<file path="src/rtl/hs_pacer_pkg.sv">
package hs_pacer_pkg;

  typedef enum logic {
    REF_VALID = 1'b0,
    REF_PHASE = 1'b1
  } pace_ref_e;

  localparam int CH_WRESP = 0;
  localparam int CH_RDATA = 1;
  localparam int NUM_CH   = 2;

endpackage

</file>
<file path="src/rtl/hs_pacer_count.sv">
module hs_pacer_count #(
  parameter int DLY_W = 8
) (
  input  logic             clk,
  input  logic             rst_n,
  input  logic             restart,
  input  logic             hold_zero,
  input  logic [DLY_W-1:0] limit,
  output logic [DLY_W-1:0] count,
  output logic             reached
);

  logic [DLY_W-1:0] count_q;
  logic [DLY_W-1:0] count_d;

  function automatic logic [DLY_W-1:0] advance(
    input logic [DLY_W-1:0] cur,
    input logic [DLY_W-1:0] lim,
    input logic             clr,
    input logic             zero
  );
    if (clr || zero)  return '0;
    else if (cur < lim) return cur + 1'b1;
    else              return cur;
  endfunction

  function automatic logic at_or_past(
    input logic [DLY_W-1:0] cur,
    input logic [DLY_W-1:0] lim
  );
    return cur >= lim;
  endfunction

  always_comb count_d = advance(count_q, limit, restart, hold_zero);

  always_ff @(posedge clk or negedge rst_n) begin
    if (!rst_n) count_q <= '0;
    else        count_q <= count_d;
  end

  assign count   = count_q;
  assign reached = at_or_past(count_q, limit);

  // limit is static configuration, so the saturating count stays within it
  assert_count_bounded_R1: assert property (@(posedge clk) disable iff (!rst_n)
    count_q <= limit);

  assert_restart_clears_R4: assert property (@(posedge clk) disable iff (!rst_n)
    restart |=> (count_q == '0));

endmodule

</file>
<file path="src/rtl/hs_pacer_lane.sv">
module hs_pacer_lane
  import hs_pacer_pkg::*;
#(
  parameter int DLY_W = 8
) (
  input  logic             clk,
  input  logic             rst_n,
  input  pace_ref_e        ref_sel,
  input  logic [DLY_W-1:0] dly,
  input  logic             valid,
  output logic             ready
);

  logic             hs_fire;
  logic             idle_hold;
  logic             gate_open;
  logic [DLY_W-1:0] lane_count;

  // valid-referenced counts only run while VALID is held
  assign idle_hold = (ref_sel == REF_VALID) && !valid;

  hs_pacer_count #(.DLY_W(DLY_W)) u_count (
    .clk      (clk),
    .rst_n    (rst_n),
    .restart  (hs_fire),
    .hold_zero(idle_hold),
    .limit    (dly),
    .count    (lane_count),
    .reached  (gate_open)
  );

  always_comb ready = rst_n && gate_open && ((ref_sel == REF_PHASE) || valid);

  assign hs_fire = valid && ready;

  always_comb begin
    if (!rst_n) assert_reset_quiet_R7: assert (!ready);
  end

  assert_idle_low_R2: assert property (@(posedge clk) disable iff (!rst_n)
    (ref_sel == REF_VALID && !valid) |-> !ready);

  assert_zero_follow_R3: assert property (@(posedge clk) disable iff (!rst_n)
    (ref_sel == REF_VALID && dly == '0) |-> (ready == valid));

  assert_drop_after_hs_R4: assert property (@(posedge clk) disable iff (!rst_n)
    (hs_fire && dly != '0) |=> !ready);

  assert_zero_open_R6: assert property (@(posedge clk) disable iff (!rst_n)
    (ref_sel == REF_PHASE && dly == '0) |-> ready);

  assert_hold_until_hs_R9: assert property (@(posedge clk) disable iff (!rst_n)
    (ref_sel == REF_PHASE && ready && !hs_fire) |=> ready);

  // count origin check: fresh count after handshake means ready waits dly cycles
  assert_count_origin_R5: assert property (@(posedge clk) disable iff (!rst_n)
    (hs_fire && dly != '0) |=> (lane_count == '0));

endmodule

</file>
<file path="src/rtl/hs_ready_pacer.sv">
module hs_ready_pacer
  import hs_pacer_pkg::*;
#(
  parameter int DLY_W = 8
) (
  input  logic             aclk,
  input  logic             aresetn,
  input  logic             cfg_ref_mode,
  input  logic [DLY_W-1:0] cfg_wresp_delay,
  input  logic [DLY_W-1:0] cfg_rdata_delay,
  input  logic             bvalid,
  output logic             bready,
  input  logic             rvalid,
  output logic             rready
);

  pace_ref_e         ref_sel;
  logic [NUM_CH-1:0] valid_vec;
  logic [NUM_CH-1:0] ready_vec;
  logic [DLY_W-1:0]  dly_arr [NUM_CH];

  assign ref_sel = pace_ref_e'(cfg_ref_mode);

  assign valid_vec[CH_WRESP] = bvalid;
  assign valid_vec[CH_RDATA] = rvalid;
  assign dly_arr[CH_WRESP]   = cfg_wresp_delay;
  assign dly_arr[CH_RDATA]   = cfg_rdata_delay;

  for (genvar g = 0; g < NUM_CH; g++) begin : g_lane
    hs_pacer_lane #(.DLY_W(DLY_W)) u_lane (
      .clk    (aclk),
      .rst_n  (aresetn),
      .ref_sel(ref_sel),
      .dly    (dly_arr[g]),
      .valid  (valid_vec[g]),
      .ready  (ready_vec[g])
    );
  end

  assign bready = ready_vec[CH_WRESP];
  assign rready = ready_vec[CH_RDATA];

endmodule

</file>
<file path="config.mk">
export PLATFORM = sky130hd
export DESIGN_NAME = hs_ready_pacer
export DESIGN_NICKNAME = d
export VERILOG_FILES = /design/src/rtl/hs_pacer_pkg.sv /design/src/rtl/hs_pacer_count.sv /design/src/rtl/hs_pacer_lane.sv /design/src/rtl/hs_ready_pacer.sv
export SDC_FILE = /design/constraint.sdc
export NUM_CORES = 1
export LEC_CHECK = 0
export BUFFER_PORTS_ARGS = -buffer_cell sky130_fd_sc_hd__buf_4
export CAP_MARGIN = 20
export CELL_PAD_IN_SITES_DETAIL_PLACEMENT = 0
export CELL_PAD_IN_SITES_GLOBAL_PLACEMENT = 1
export CORE_AREA = 5 5 61 68
export CTS_CLUSTER_SIZE = 25
export DETAILED_ROUTE_END_ITERATION = 7
export DIE_AREA = 0 0 66 73
export GPL_TIMING_DRIVEN = 0
export PLACE_DENSITY = 0.82
export SLEW_MARGIN = 20
export SYNTH_ARGS = -nofsm -noshare
export SYNTH_HDL_FRONTEND = slang
export SYNTH_SLANG_ARGS = --single-unit
</file>
<file path="constraint.sdc">
create_clock -name aclk -period 2.73 [get_ports aclk]
set_clock_uncertainty 0.2 [all_clocks]
set_input_delay 0.1365 -clock aclk [delete_from_list [all_inputs] [get_ports aclk]]
set_output_delay 0.1365 -clock aclk [all_outputs]
set_load 0.05 [all_outputs]
</file>
==> run metrics <==
status=completed; cts hold-fix bufs=1; max-cap viol count=0; # resized after CTS=0; DR vias=1263; metal3 WL=132 um; sequential share of the synthesized area=0.296; crit path time final=2.27 ns; pin count of the biggest net entering global routing=21; total track usage=0.139; Die Y-Extent=73 um; die width=66 um; Mapped Cells=157; Worst Tran Pin Value=0.742 ns; die area=0.00482 mm^2; Syn Area/Cell=8.61 um^2; final wirelength=3100 um; setup bufs post-CTS=0; wl on met1=1290 um; Worst Hold Class=in -> async; pins over their slew limit=0; I/O Pins=23; Synth Register Bits=16; num rows=23; gr ovfl total=0; fillcell total=353; HPWL Detailed=2440 um; drt first pass iters=4; starting DRC count in detailed routing=41; CTS buffer count=3; Leakage=0.750 nW; clock latency on the worst-skew pair=0.25 ns; fin area=0.00164 mm^2; Syn Nets=196; f_max=0.440 GHz; P&R area growth vs syn=21.7%; Worst Path Arrival=2.16 ns; routed wl met2=1640 um; gpl congestion=0.843; nets@finish=224; layout cells sized above 1=0.212; Max clock buf depth=2; worst rel slew slack=0.503; CTS tree=built; first-pass GRT wire length=5380 um; DR WL/cell=13.3 um; P per Cell Area=572 mW/mm^2; final number of setup-violating endpoints=0; CP Capture Type=flop; Initial Util=0.388; antenna violations before repair=0; Largest register FFs=16; Synth Warn #=0; DRC viols=0; Worst R2R Start=g_lane[1].u_lane.u_count.count[1]; placed cell areas=0.00158 mm^2; highest metal used=met4; Core ar.=0.00348 mm^2; RSZ-0062 raised after global routing=no; port bufs=22; period utilisation layout=0.832; maximum vdd drop=0.000368 V; vias in the first global route=1252; DRT antenna net count=0; Syn Std Cell Area=0.00135 mm^2; final worst slack=0.460 ns; Worst-path clk slew=0.07 ns; root buffer selected by CTS=clkbuf_8; crit path launch type=flop; antenna diode count=0; Via density=5.40; critical path fanouts, max=8; critical setup path kind=reg -> reg; Netlist cell types=28; clk sink count=16; dpl ws=0.445 ns; Sum Neg Setup Slack=0 ns; Final Hold Violating Endpoints=0; crit path launch=g_lane[1].u_lane.u_count.count[1]; CP Data Required Time=2.62 ns; # H-tree levels=1
[through the flow]
stage / std cells / util / power (mW) / hold slack, ns
final: 234 / 0.472 / 0.940 / 0.0876
after CTS: 234 / 0.472 / 0.945 / 0.0987
after floorplan: 157 / - / 0.626 / -0.359
after global placement: 229 / 0.453 / 0.705 / -0.180
after global routing: 234 / 0.472 / 1.02 / 0.121
after detailed placement: 229 / 0.453 / 0.726 / -0.174
[report_power, final]
| group | switching [mW] | leakage, nW | internal, mW | total (mW) |
|---|---|---|---|---|
| sequential | 0.0763 | 0.214 | 0.292 | 0.368 |
| clock | 0.0862 | 0.0288 | 0.128 | 0.214 |
| combinational | 0.189 | 0.507 | 0.169 | 0.358 |
[layer usage]
metal,vias to the layer above,GRT usage
li1,645,-
met1,591,0.153
met2,23,0.264
met3,4,0.0339
met4,0,0.0361
met5,-,0
[worst max-delay path, cell delays in order (launching register included)]
cell	delay, ns
dfrtp_1	0.44
ha_1	0.32
nor2b_4	0.16
o211ai_4	0.09
a31o_1	0.21
a31oi_1	0.59
a21oi_1	0.10
[area by class of cell]
| class | instances | area, um^2 | area share |
|---|---|---|---|
| multi-input combinational | 119 | 851 | 0.518 |
| timing repair buffer | 23 | 175 | 0.107 |
| clock buffer | 4 | 55.1 | 0.0335 |
| inverter | 18 | 67.6 | 0.0411 |
| tap | 50 | 62.6 | 0.0381 |
| sequential | 16 | 400 | 0.244 |
| buffer | 4 | 32.5 | 0.0198 |
[synth_stat cells]
master,n,area (um^2)
a21o_1,2,15.0
a21oi_2,4,35.0
nand4_1,5,31.3
or2_1,2,12.5
ha_1,18,225
nand2_1,8,30.0
o21ai_0,6,30.0
o211ai_2,1,12.5
a21oi_1,24,120
nor2b_1,1,6.26
o21ai_1,3,15.0
nor2b_4,1,13.8
inv_2,1,3.75
a21o_2,1,8.76
o211ai_4,1,21.3
buf_2,2,10.0
a31o_1,2,17.5
inv_1,17,63.8
o21a_1,2,15.0
dfrtp_1,16,400
nand3_1,10,50.1
or4_1,10,75.1
o31ai_1,10,75.1
nor2_1,3,11.3
nor3_1,1,5.00
or3_1,2,12.5
a31oi_1,2,12.5
buf_6,2,22.5
[path summary, 6_finish.rpt]
| kind | cells past startpoint | slack [ns] | endpoint |
|---|---|---|---|
| hold / removal | 2 | 0.09 | g_lane[1].u_lane.u_count.count[4] |
| setup reg to reg | 6 | 0.46 | g_lane[1].u_lane.u_count.count[2] |
| setup / recovery | 6 | 0.46 | g_lane[1].u_lane.u_count.count[2] |
| max in group asynchronous | 2 | 2.02 | g_lane[0].u_lane.u_count.count[2] |
| hold reg to reg | 2 | 0.36 | g_lane[1].u_lane.u_count.count[7] |
| min in group aclk | 3 | 0.19 | g_lane[1].u_lane.u_count.count[4] |
[placed cells by master, fill, tap and decap left out, drive strengths merged, types with 8 or more instances in the layout]
cell   count
dfrtp     16
nand2      8
buf       26
a21oi     28
ha        18
nand3     10
o31ai     10
o21ai      9
or4       10
inv       18
[cells by family after synthesis]
family	share of synthesized area
fa+ha+maj	0.167
buf+inv	0.0741
compound gates	0.280
flops	0.296
simple gates	0.183
Note: power is estimated with default switching activity, not from simulation.
